### src/rtl/pcm_regwr_seq.sv
module pcm_regwr_seq #(
  parameter int NUM_CH     = 28,
  parameter int GROUP      = 7,
  parameter int GAP_CYC    = 2,
  parameter int STROBE_CYC = 2,
  parameter int CHW        = 5,
  parameter int DW         = 8
) (
  input  logic           clk,
  input  logic           rst_n,
  input  logic           req_valid,
  output logic           req_ready,
  input  logic [1:0]     req_op,
  input  logic [CHW-1:0] req_chan,
  input  logic [DW-1:0]  req_reg,
  input  logic [DW-1:0]  req_data,
  output logic           req_err,
  output logic           bus_cs_n,
  output logic           bus_rd_n,
  output logic           bus_wr_n,
  output logic [3:0]     bus_addr,
  output logic [DW-1:0]  bus_dout,
  input  logic           bus_rdbit
);
  localparam int CNT_MAX = (GAP_CYC > STROBE_CYC) ? GAP_CYC : STROBE_CYC;
  localparam int CNTW = $clog2(CNT_MAX + 1);
  localparam logic [1:0] OP_CHAN = 2'b01;
  localparam logic [1:0] OP_REGD = 2'b10;
  localparam logic [3:0] A_DATA = 4'd0;
  localparam logic [3:0] A_CHAN = 4'd1;
  localparam logic [3:0] A_REG  = 4'd2;

  typedef enum logic [1:0] {S_IDLE, S_POLL, S_STRB, S_GAP} st_t;

  st_t            state;
  logic [CNTW-1:0] cnt;
  logic [1:0]     step;
  logic [1:0]     op_q;
  logic [CHW-1:0] slot_q;
  logic [DW-1:0]  reg_q, data_q;

  wire needs_chan = (req_op != OP_REGD);
  wire chan_bad   = (req_chan >= CHW'(NUM_CH));
  wire [CHW-1:0] slot_w = req_chan + req_chan / CHW'(GROUP);
  wire last_step  = (step == 2'd2) || (step == 2'd0 && op_q == OP_CHAN);
  wire strb_end   = (cnt == CNTW'(STROBE_CYC - 1));
  wire gap_end    = (cnt == CNTW'(GAP_CYC - 1));

  always_ff @(posedge clk) begin
    if (!rst_n) begin
      state  <= S_IDLE;
      cnt    <= '0;
      step   <= '0;
      op_q   <= '0;
      slot_q <= '0;
      reg_q  <= '0;
      data_q <= '0;
      req_err <= 1'b0;
    end else begin
      req_err <= 1'b0;
      case (state)
        S_IDLE:
          if (req_valid) begin
            if (needs_chan && chan_bad) begin
              req_err <= 1'b1;
            end else begin
              op_q   <= req_op;
              slot_q <= slot_w;
              reg_q  <= req_reg;
              data_q <= req_data;
              step   <= (req_op == OP_REGD) ? 2'd1 : 2'd0;
              state  <= S_POLL;
            end
          end
        S_POLL:
          if (!bus_rdbit) begin
            cnt   <= '0;
            state <= S_STRB;
          end
        S_STRB:
          if (strb_end) begin
            cnt   <= '0;
            state <= last_step ? S_IDLE : S_GAP;
          end else begin
            cnt <= cnt + 1'b1;
          end
        S_GAP:
          if (gap_end) begin
            cnt   <= '0;
            step  <= step + 2'd1;
            state <= S_STRB;
          end else begin
            cnt <= cnt + 1'b1;
          end
        default: state <= S_IDLE;
      endcase
    end
  end

  assign req_ready = (state == S_IDLE);
  assign bus_cs_n  = !(state == S_POLL || state == S_STRB);
  assign bus_rd_n  = !(state == S_POLL);
  assign bus_wr_n  = !(state == S_STRB);

  always_comb begin
    bus_addr = A_DATA;
    bus_dout = '0;
    if (state != S_IDLE && state != S_POLL) begin
      case (step)
        2'd0: begin bus_addr = A_CHAN; bus_dout = DW'(slot_q); end
        2'd1: begin bus_addr = A_REG;  bus_dout = reg_q;       end
        default: begin bus_addr = A_DATA; bus_dout = data_q;   end
      endcase
    end
  end
endmodule

### config.mk
export PLATFORM = sky130hd
export DESIGN_NAME = pcm_regwr_seq
export DESIGN_NICKNAME = d
export VERILOG_FILES = /design/src/rtl/pcm_regwr_seq.sv
export SDC_FILE = /design/constraint.sdc
export NUM_CORES = 1
export LEC_CHECK = 0
export ABC_AREA = 0
export BUFFER_PORTS_ARGS = -buffer_cell sky130_fd_sc_hd__buf_2
export CAP_MARGIN = 5
export CORE_MARGIN = 10
export CORE_UTILIZATION = 32
export CTS_CLUSTER_SIZE = 8
export DETAILED_ROUTE_END_ITERATION = 8
export PLACE_DENSITY_LB_ADDON = 0.05
export SETUP_SLACK_MARGIN = 0.4
export SLEW_MARGIN = 30
export SYNTH_ARGS = -nofsm -noshare
export SYNTH_HDL_FRONTEND = slang
export SYNTH_SLANG_ARGS = --single-unit
### constraint.sdc
create_clock -name clk -period 5.4 [get_ports clk]
set_input_delay 1.08 -clock clk [delete_from_list [all_inputs] [get_ports clk]]
set_output_delay 1.08 -clock clk [all_outputs]
set_load 0.01 [all_outputs]
# Word-level counts from Yosys, hierarchy flattened
# Index checks and enable logic that the tools add are counted.
[word_totals] elab_cells=68 reg_bits=30 out_inout_bits=17
[op_classes] add_sub_neg=3 n_lt_le_gt_ge=1 n_eq_ne=15 div_mod_pow=1 reduce_logical=19 n_mux=20 bitwise=1
[op_table] operator="$mux W2" count=12
[op_table] operator="$pmux W8 S2" count=1
[op_table] operator="$ne A2 B2 Y1 const B" count=6
[op_table] operator="$pmux W2 S2" count=3
[op_table] operator="$eq A2 B1 Y1 const B" count=4
[op_table] operator="$eq A2 B2 Y1 const B" count=4
[op_table] operator="$mux W8" count=1
[op_table] operator="$pmux W2 S4" count=1
[op_table] operator="$reduce_and A3 Y1" count=2
[op_table] operator="$reduce_bool A2 Y1" count=3
[op_table] operator="$add A5 B5 Y5" count=1
[op_table] operator="$div A5 B3 Y5 const B" count=1
[op_table] operator="$ge A5 B5 Y1 const B" count=1
[op_table] operator="$reduce_and A5 Y1" count=1
[op_table] operator="$add A2 B1 Y2 const B" count=2
[op_table] operator="$logic_not A2 Y1" count=2
[op_table] operator="$reduce_and A4 Y1" count=1
[op_table] operator="$logic_and A1 B1 Y1" count=3
[op_table] operator="$logic_not A1 Y1" count=3
[op_table] operator="$logic_or A1 B1 Y1" count=2
[op_table] operator="$mux W1" count=2
[op_table] operator="$ne A2 B1 Y1 const B" count=1
[op_table] operator="$reduce_and A2 Y1" count=1
[op_table] operator="$reduce_or A2 Y1" count=1
[op_table] operator="$not A1 Y1" count=1

# Longest topological paths before layout
# Gate-level depths: netlist of the first run.
[logic_depth] depth_word=6 depth_mapped=17

# Worst setup path after synthesis of the first run
# OpenSTA, ideal clock, no wires.
[synth_timing] path_kind="in2reg" startpoint="input port req_chan[2]" endpoint="register slot_q[4]" path_buffers=2 required_ns=5.330 path_stages=17 arrival_time_ns=3.637 setup_slack_ns=1.693 path_cell_list="and3_1 > buf_6 > ha_1 > clkbuf_1 > a31oi_1 > or2_4 > inv_1 > ha_1 > o2111ai_1 > nand3_1 > ha_1 > inv_1 > fa_1 > nor2b_1 > o21ai_0 > xor2_1 > a21oi_1"
[synth_via] elab_chain_cells=4 word_cells_on_any_way=6 cone_classes="add/sub (1); div (1); order compare (1); bitwise (1); reduce/logical (2)"
[synth_lines] item="from (decl)" line_no="14" rtl="input logic [CHW-1:0] req_chan,"
[synth_lines] item="branches (longest 4 deep; another with $div A5 B3 Y5)"
[synth_lines] item="to (signal assigned)" line_no="68" rtl="slot_q <= slot_w;"
[synth_lines] item="to (decl)" line_no="39" rtl="logic [CHW-1:0] slot_q;"
# Parallel ways; which one is timed is not known.
# A chain may end at the register's enable or synchronous reset.

# Worst setup path after layout of the first run
[layout_timing] startpoint="input port req_chan[4]" endpoint="register slot_q[4]"
# The elaborated chain is that of the path after synthesis.

==> results.txt, run 1 <==
outcome - completed
CP peak stage delay - 390 ps
net count reported at finish - 302
Required @ worst endpoint - 5540 ps
DRC marker count from the first detailed-route iteration - 75
Setup Fix Bufs, Post-CTS - 0
clock root cell - clkbuf_8
largest family of logic cells by synthesized area - compound AO/OA/AOI/OAI gates
post-CTS sizing - 0
Die W - 97.0 um
HPWL Detailed - 3.47 mm
Synth Area in Simple Gates - 19.7%
crit path launch type - input pin
count of cell types in the netlist - 48
placed cell area - 2090 um2
fill count - 609
first-pass GRT wire length - 8.10 mm
Tcrit/Tclk final - 69.7%
die area - 9410 um2
Avg WL per Cell - 14.2 um
final wirelength - 4.73 mm
Hold/Removal Path Class - flip-flop to flip-flop
relative slew slack - 53.8%
# setup viols final - 0
share of cells above drive strength 1 - 29.0%
Worst-Margin Slew - 692 ps
aggregate negative setup slack - 0 ps
EDFF count, synth - 0
GRT Total Usage - 10.2%
max-cap violations - 0
DRC Markers - 0
Min Hold Slack - 455 ps
CP delay by family, top - adder cells
design area - 2180 um2
list of most frequent post-synthesis cells - 55 x nand2_1, 30 x dfxtp_1, 18 x a21boi_2
Yosys Warn Count - 0
Tmin final - 3760 ps
register area share after synthesis - 31.7%
Top Usage Layer GRT - met2
met2 usage in global routing - 16.6%
post-synthesis mux area share - 0.594%
Synth Flop Type - dfxtp_1
cell count after synthesis - 227
initial core utilization - 33.6%
Vias - 1599
initial antenna violation count - 0
kind of critical path - input pin to flip-flop
total gr overflow - 0
Placer Congestion - 0.741
core area - 5640 um2
number of synthesized register bits - 30
Most Frequent Cell on Critical Path - ha_1
VDD IR max - 122 uV
Area Overhead vs Synth - 14.9%
Synth Cell Area - 1900 um2
Clock H-tree levels - 2
DRT Pass-1 Iters - 4
RSZ-0062 raised after global routing - no
cts bufs inserted - 5
Achievable Freq - 0.266 GHz
clk_lat worst skew - 280 ps
number of antenna diodes - 0
clock tree buffer depth - 2
CP Cell Sequence - buf_2, and3_1, ha_1, a31oi_1, or2_4, inv_1, ha_1, o2111ai_1, nand3_1, ha_1, inv_1, fa_1, nor2b_1, o21ai_0, xor2_1, a21oi_1
largest net degree at the start of global routing - 35
Routed Antenna Nets - 0
Buf/Inv on CP - 3
met3 GRT Util - 2.91%
most frequent cell after synthesis - nand2_1
Slew Viols, Final - 0
die height - 97.0 um
Synth Area in Adders - 9.63%
ranking of synthesized cells by area - dfxtp_1 32%, nand2_1 11%, a21boi_2 11%, ha_1 8.6%, a21oi_1 4.0%
CTS tree - built
Yosys top cell area share - 31.7%
ys async rst share - 0%
synthesized area per cell - 8.36 um2
CP arrival - 3900 ps
Hold Violations, Final - 0
CP max stage cell - ha_1
PortBufs - 41
vias per std cell - 4.79
clock sinks - 30
clk slew on worst S/H paths - 70 ps
met1 Use GR - 12.5%
Setup Skew - 7.43 ps
pwr dens - 392 nW/um2
# rows - 27
Yosys top cell by area - dfxtp_1
Worst Path Max Fanout - 8
cts hold-fix bufs - 0
crit path capture type - flip-flop
Synth Area in Compound Gates - 28.6%
XOR/XNOR share of the synthesized area - 1.39%
IO Pins - 44
cell leakage power - 0.913 nW
vias in the first global route - 1657
power by group:
group | switching (W) | internal (W) | total [W]
combinational | 0.000234 | 0.000144 | 0.000378
clock | 0.0000855 | 0.000103 | 0.000188
sequential | 0.0000272 | 0.000261 | 0.000288
total | 0.000347 | 0.000508 | 0.000855
worst register-to-register path: cells and delay by family (launching register included):
family,cells,cell delay [ps]
buffers and inverters,1,90
DFF,1,340
adders and majority gates,1,350
and+or+nand+nor,2,370
AOI/OAI and AO/OA,2,720
metal layers:
layer	vias to the layer above	wire length (um)
met5	-	0
met1	740	2240
met2	23	2260
met4	0	58
li1	830	-
met3	6	173
placed cells by master (no fill, tap or decap), types with 2 or more instances in the layout:
| cell type | n |
|---|---|
| buf_2 | 41 |
| o21ai_2 | 2 |
| nor2b_1 | 5 |
| a21boi_2 | 18 |
| nand2_1 | 55 |
| xor2_1 | 2 |
| o211a_1 | 2 |
| a31o_2 | 2 |
| dfxtp_1 | 30 |
| a21oi_1 | 15 |
| conb_1 | 2 |
| nor3b_1 | 3 |
| inv_1 | 13 |
| nand3_1 | 5 |
| clkbuf_8 | 6 |
| ha_1 | 13 |
| a22oi_1 | 5 |
| nor2_1 | 9 |
| and3_1 | 2 |
| o21ai_0 | 5 |
final timing paths:
kind	slack, ps	endpoint	startpoint	depth (start not counted)
min	460	cnt[1]	cnt[1]	2
max	1640	slot_q[4]	req_chan[4]	16
max reg2reg	3470	data_q[3]	state[0]	6
min reg2reg	460	cnt[1]	cnt[1]	2
cells by family after synthesis:
logic type / count (synthesis)
multiplexers: 1
AND/OR/NAND/NOR: 85
other: 1
flip-flops: 30
AO/OA/AOI/OAI: 65
adder cells (fa/ha/maj): 14
XOR/XNOR: 3
buffers and inverters: 28
area by class of cell:
cell class	instances	area [um2]	area share (%)
Tap cell	72	90.1	4.13
Inverter	13	48.8	2.24
Timing Repair Buffer	41	205	9.41
Sequential cell	30	601	27.6
Clock inverter	1	5.00	0.230
Multi-Input combinational cell	170	1140	52.5
Clock buffer	7	86.3	3.96
sequential cells by signal, summed over array words and instances (netlist names):
| name | flops |
|---|---|
| op_q | 2 |
| data_q | 8 |
| slot_q | 5 |
| step | 2 |
| req_err | 1 |
| cnt | 2 |
| state | 2 |
| reg_q | 8 |
metrics by stage:
| stage | worst slack [ps] | utilization, % | power [W] | instances |
|---|---|---|---|---|
| 6_report | 1640 | 38.6 | 0.000855 | 334 |
| 5_1_grt | 1380 | 38.6 | 0.000935 | 334 |
| 4_1_cts | 1640 | 38.6 | 0.000875 | 334 |
| 3_5_place_dp | 1340 | 37.0 | 0.000680 | 326 |
| 3_3_place_gp | 1370 | 37.0 | 0.000681 | 326 |
| 2_1_floorplan | 1690 | - | 0.000591 | 228 |
(Power assumes the default switching activity.)
==> run 2: changes to the inputs <==
- ABC_AREA: 0 -> 1
- clock period: 5.4 -> 3.7 ns (I/O delays scaled with it)
==> run 2 against run 1 <==
  * Final cell count increased by 15%
  * Total power increased by 64%
  * Register-to-register slack got worse by 1400 ps
  * Area after synthesis decreased by 4.0%
  * Largest power group unchanged
  * Critical endpoint unchanged
  * Clock-buffer cell count unchanged
  * Critical path depth increased by 5
  * Sequential power increased by 52%
  * Flip-flop and latch count unchanged
  * Die area decreased by 3.2%
  * Global-route usage increased by 0.90 points
==> results.txt, run 2 <==
# setup viols final - 0 (unchanged)
cell leakage power - 1.08 nW (+18%)
area of the multi-input gates - 1020 um2 (-10%)
Routed Antenna Nets - 0 (unchanged)
crit path capture type - flip-flop
clock power share - 19.8% (-2.2 points)
CTS tree - built
Tcrit/Tclk final - 81.0%
DRC Markers - 0 (unchanged)
Synth Area in Simple Gates - 32.6% (+13 points)
Vias - 1743 (+9.0%)
Non-Filler Instances - 383 (+15%)
initial core utilization - 33.1% (-0.54 points)
Achievable Freq - 0.334 GHz
DRC marker count from the first detailed-route iteration - 79 (+5.3%)
clock tree buffer depth - 2 (unchanged)
net count reported at finish - 351 (+16%)
ys async rst share - 0% (unchanged)
most frequent cell after synthesis - nand2_1
largest net degree at the start of global routing - 34 (-2.9%)
CP arrival - 3180 ps (-720 ps)
Largest regs - data_q x8, reg_q x8, slot_q x5
Slew Viols, Final - 0 (unchanged)
relative slew slack - 61.5% (+7.7 points)
sw frac - 44.4% (+3.8 points)
Placer Congestion - 0.806 (+8.8%)
final wirelength - 5.03 mm (+6.4%)
XOR/XNOR share of the synthesized area - 0.962% (-0.42 points)
Die W - 95.5 um (-1.6%)
EDFF count, synth - 0 (unchanged)
number of synthesized register bits - 30 (unchanged)
first-pass GRT wire length - 8.21 mm (+1.4%)
clk_lat worst skew - 280 ps (about the same)
post-synthesis mux area share - 0% (-0.59 points)
kind of critical path - input pin to flip-flop
max-cap violations - 0 (unchanged)
Avg WL per Cell - 13.1 um (-7.2%)
Seq pwr share - 31.2% (-2.5 points)
count of cell types in the netlist - 24 (-50%)
clk slew on worst S/H paths - 70 ps (about the same)
PortBufs - 41 (unchanged)
register area - 601 um2 (unchanged)
clock sinks - 30 (unchanged)
clock root cell - clkbuf_8
most frequent cells in the layout - 63 x nand2_1, 40 x buf_2, 39 x inv_1
share of cells above drive strength 1 - 19.9% (-9.1 points)
cts bufs inserted - 5 (unchanged)
HPWL Detailed - 3.65 mm (+5.4%)
Worst Path Max Fanout - 7 (-1)
# rows - 27 (unchanged)
GRT Total Usage - 11.1% (+0.90 points)
cts hold-fix bufs - 0 (unchanged)
core area - 5510 um2 (-2.4%)
vias per std cell - 4.55 (-4.9%)
Synth Flop Type - dfxtp_1
RSZ-0062 raised after global routing - no
Hold/Removal Path Class - flip-flop to flip-flop
crit path launch type - input pin
Yosys top cell by area - dfxtp_1
IO Pins - 44 (unchanged)
Worst-Margin Slew - 575 ps (-116 ps)
Required @ worst endpoint - 3880 ps (-1660 ps)
Hold Violations, Final - 0 (unchanged)
Synth Area in Compound Gates - 10.8% (-18 points)
Gate power share - 49.0% (+4.8 points)
die height - 95.5 um (-1.6%)
Tmin final - 3000 ps
DP Cell Count - 372 (+14%)
register area share after synthesis - 33.0% (+1.3 points)
VDD IR max - 427 uV (+250%)
most common cell after layout, fill and taps aside - nand2_1
outcome - completed
Yosys Warn Count - 0 (unchanged)
die area - 9110 um2 (-3.2%)
Synth Area in Adders - 10.0% (+0.40 points)
initial antenna violation count - 0 (unchanged)
Yosys top cell area share - 33.0% (+1.3 points)
Synth Cell Area - 1820 um2 (-4.0%)
P_int - 0.000778 W (+53%)
fill count - 613 (+0.66%)
largest family of logic cells by synthesized area - simple AND/OR/NAND/NOR gates
pwr dens - 639 nW/um2 (+63%)
Psw - 0.000621 W (+79%)
DRT Pass-1 Iters - 5 (+1)
ranking of synthesized cells by area - dfxtp_1 33%, nand2_1 13%, ha_1 8.9%, inv_1 8.0%, a21oi_1 7.4%
synthesized area per cell - 6.80 um2 (-19%)
Area Overhead vs Synth - 20.3%
total gr overflow - 0 (unchanged)
Clock H-tree levels - 2 (unchanged)
vias in the first global route - 1757 (+6.0%)
number of antenna diodes - 0 (unchanged)
cell count after synthesis - 268 (+18%)
aggregate negative setup slack - 0 ps (unchanged)
list of most frequent post-synthesis cells - 64 x nand2_1, 39 x inv_1, 35 x nor2_1
Setup Skew - 7.52 ps (+0.0887 ps)
-- run 2: per-stage QoR --
| step | power, W | setup WS (ps) | utilization (%) | instance area (um2) | hold WS [ps] |
|---|---|---|---|---|---|
| final | 0.00140 | 703 | 39.8 | 2190 | 439 |
| after global routing | 0.00154 | 395 | 39.8 | 2190 | 468 |
| after CTS | 0.00141 | 474 | 38.8 | 2140 | 441 |
| after detailed placement | 0.00113 | 171 | 37.2 | 2050 | 431 |
| after global placement | 0.00113 | 194 | 37.2 | 2050 | 432 |
| after floorplan | 0.000949 | 514 | - | 1830 | 416 |
-- run 2: path summary, 6_finish.rpt --
kind	from	end	slack, ps	depth (start not counted)
max	req_chan[3]	slot_q[4]	700	21
min	cnt[1]	cnt[1]	440	2
max reg2reg	state[0]	slot_q[2]	2040	6
min reg2reg	cnt[1]	cnt[1]	440	2
-- run 2: per-layer routing --
layer / global-route usage [%] / vias to the layer above / routed length (um)
met5: 0 / - / 0
met4: 2.58 / 0 / 42
met3: 3.85 / 5 / 362
met2: 18.9 / 42 / 2360
met1: 13.2 / 761 / 2270
li1: - / 935 / -
-- run 2: what timing repair did --
| action | CTS | global route |
|---|---|---|
| resized for setup | 0 | 5 |
| setup endpoints to repair | 0 | 3 |
| buffers inserted | 0 | 3 |
-- run 2: worst max-delay path, stage by stage --
cell and delay, ps:
clkbuf_4 140, nand2_2 70, nor2_4 140, ha_4 230, nand4_1 100, nand2_2 90, ha_4 270, nand2_1 40
a21oi_1 90, o21ai_0 90, nand3_1 90, ha_1 160, inv_1 60, fa_1 380, inv_1 60, nand2_1 50
nand2_1 60, nand2_1 50, xor2_1 130, nor2_1 80, nor2_1 50
-- run 2: layout make-up --
cell class,count,share of cell area (%)
clock buffer,7,3.94
multi-input combinational,189,46.8
inverter,39,6.68
sequential,30,27.4
timing repair buffer,45,10.9
tap,72,4.11
clock inverter,1,0.228
-- run 2: cell families (layout without fill, tap and decap cells) --
family,Yosys count,in the layout
xor+xnor,2,2
other cells,1,2
flops,30,30
buf+inv,50,92
fa+ha+maj,14,14
simple gates,133,133
compound gates,38,38
-- run 2: power by group through the flow --
stage          clock network, W  registers [W]  logic (W)
3_5_place_dp                  0       0.000444   0.000686
6_report               0.000276       0.000437   0.000685
5_1_grt                0.000303       0.000445   0.000795
3_3_place_gp                  0       0.000443   0.000688
2_1_floorplan                 0       0.000435   0.000514
4_1_cts                0.000286       0.000437   0.000691
==> run 3: changes to the inputs <==
- clock period: 3.7 -> 3 ns (I/O delays scaled with it)
==> run 3 against run 2 <==
  * Routed wire length grew 1.7%
  * Clock-buffer cell count shrank 1
  * Sequential power grew 23%
  * Cell area grew 5.5%
  * Flip-flop and latch count is the same
  * Clock power grew 27%
==> results.txt, run 3 (synthesis gave the netlist of run 2 again) <==
Vias - 1837 (+5.4%)
PortBufs - 41 (unchanged)
Max Used Layer - met4
RSZ-0062 raised after global routing - yes
design area - 2310 um2 (+5.5%)
clk_lat worst skew - 290 ps (about the same)
Hold Violations, Final - 0 (unchanged)
Area Overhead vs Synth - 26.9%
Tmin final - 2650 ps
final setup margin - 353 ps (-350 ps)
CP max stage cell - fa_2
kind of critical path - input pin to flip-flop
register area - 601 um2 (unchanged)
placed cell area - 2130 um2 (+4.0%)
met2 WL - 2.40 mm (+1.7%)
Metal-1 WL - 2.32 mm (+2.6%)
GRT Total Usage - 11.5% (+0.39 points)
first-pass GRT wire length - 8.42 mm (+2.5%)
net count reported at finish - 361 (+2.8%)
# rows - 27 (unchanged)
crit path launch type - input pin
Routed Antenna Nets - 0 (unchanged)
Setup Skew - 7.83 ps (+0.310 ps)
max-cap violations - 0 (unchanged)
pre-CTS WS - -76.3 ps (-247 ps)
share of cells above drive strength 1 - 25.9% (+5.9 points)
clock root cell - clkbuf_8
DRT Pass-1 Iters - 4 (-1)
relative slew slack - 65.9% (+4.4 points)
die height - 95.5 um (unchanged)
crit path capture type - flip-flop
Clock H-tree levels - 2 (unchanged)
Worst-Margin Slew - 511 ps (-64.0 ps)
CP delay by family, top - adder cells
IO Pins - 44 (unchanged)
CP arrival - 2830 ps (-350 ps)
total gr overflow - 0 (unchanged)
final wirelength - 5.12 mm (+1.7%)
CTS tree - built
Tcrit/Tclk final - 88.2%
Buf/Inv on CP - 3 (unchanged)
vias per std cell - 4.67 (+2.7%)
Achievable Freq - 0.378 GHz
utilization after layout - 42.0% (+2.2 points)
initial antenna violation count - 0 (unchanged)
Avg WL per Cell - 13.0 um (-0.88%)
clock sinks - 30 (unchanged)
Most Frequent Cell on Critical Path - nand2_2
Die W - 95.5 um (unchanged)
largest net degree at the start of global routing - 34 (unchanged)
Worst Path Max Fanout - 2 (-5)
Placer Congestion - 0.766 (-5.0%)
cell leakage power - 1.13 nW (+4.9%)
clk slew on worst S/H paths - 70 ps (about the same)
Hold/Removal Path Class - flip-flop to flip-flop
clock tree buffer depth - 2 (unchanged)
most common cell after layout, fill and taps aside - nand2_1
number of antenna diodes - 0 (unchanged)
HPWL Detailed - 3.72 mm (+1.8%)
initial core utilization - 33.1% (unchanged)
vias in the first global route - 1816 (+3.4%)
die area - 9110 um2 (unchanged)
CP peak stage delay - 340 ps (-40 ps)
Slew Viols, Final - 0 (unchanged)
# setup viols final - 0 (unchanged)
DRC marker count from the first detailed-route iteration - 59 (-25%)
VDD IR max - 633 uV (+48%)
CP Cell Sequence - buf_8, nand2_4, nor2_4, ha_4, nand4_1, nand2_2, ha_4, nand2_2, a21oi_2, o21ai_1, nand3_1, ha_2, inv_2, fa_2, inv_2, nand2_2, nand2_1, nand2_1, xor2_1, nor2_1, nor2_1
pwr dens - 761 nW/um2 (+19%)
Required @ worst endpoint - 3190 ps (-690 ps)
DRC Markers - 0 (unchanged)
area of the multi-input gates - 1050 um2 (+2.4%)
met3 WL - 315 um (-13%)
core area - 5510 um2 (unchanged)
Largest regs - data_q x8, reg_q x8, slot_q x5
fill count - 627 (+2.3%)
most frequent cells in the layout - 61 x nand2_1, 39 x buf_2, 36 x inv_1
cts bufs inserted - 5 (unchanged)
outcome - completed
run 3: cell types whose count changed in the layout (fill, tap and decap cells not counted), moves of 2 or more:
cell     delta
buf_4      +10
inv_1       -3
inv_2       +3
a21oi_1     -2
a21oi_2     +2
buf_8       +2
nand2_1     -2
run 3: area by class of cell:
class                      instances  share of cell area [%]
timing repair buffer              55                    14.3
clock buffer                       6                    3.57
tap                               72                    3.90
clock inverter                     2                   0.541
multi-input combinational        189                    45.4
sequential                        30                    26.0
inverter                          39                    6.33
run 3: layer usage:
metal	global-route usage (%)	vias up
li1	-	957
met1	13.9	826
met2	18.8	46
met3	3.53	8
met4	4.42	0
met5	0	-
run 3: worst min-delay path, stage by stage, from the launching register on:
cell and delay, ps:
dfxtp_1 300, inv_1 60, nor2_1 40
run 3: where the power goes:
group	leakage, nW	internal (W)	switching, W
sequential	0.247	0.000493	0.0000436
combinational	0.841	0.000302	0.000572
clock	0.0472	0.000184	0.000166
run 3: through the flow:
step / instances / power (W) / hold WS (ps) / setup TNS [ps]
after floorplan: 269 / 0.00117 / 416 / 0
after global placement: 380 / 0.00140 / 431 / -12.2
after detailed placement: 380 / 0.00141 / 435 / -122
after CTS: 390 / 0.00177 / 445 / 0
after global routing: 393 / 0.00193 / 480 / 0
final: 393 / 0.00176 / 440 / 0
run 3: final timing paths:
path / endpoint / slack (ps) / startpoint / cells after the start
worst max-delay path: slot_q[4] / 350 / req_chan[2] / 21
worst max register to register: slot_q[2] / 1360 / state[0] / 6
worst min-delay path: cnt[1] / 440 / cnt[1] / 2
worst min register to register: cnt[1] / 440 / cnt[1] / 2
run 3: what timing repair did:
item                                    4_1_cts  5_1_grt
hold buffers                                  0        0
buffers inserted                              2        3
hold endpoints to repair                      0        0
resized for setup                             6        7
endpoints found under the setup margin        3       10
pin swaps                                     6        5
cloned                                        0        0
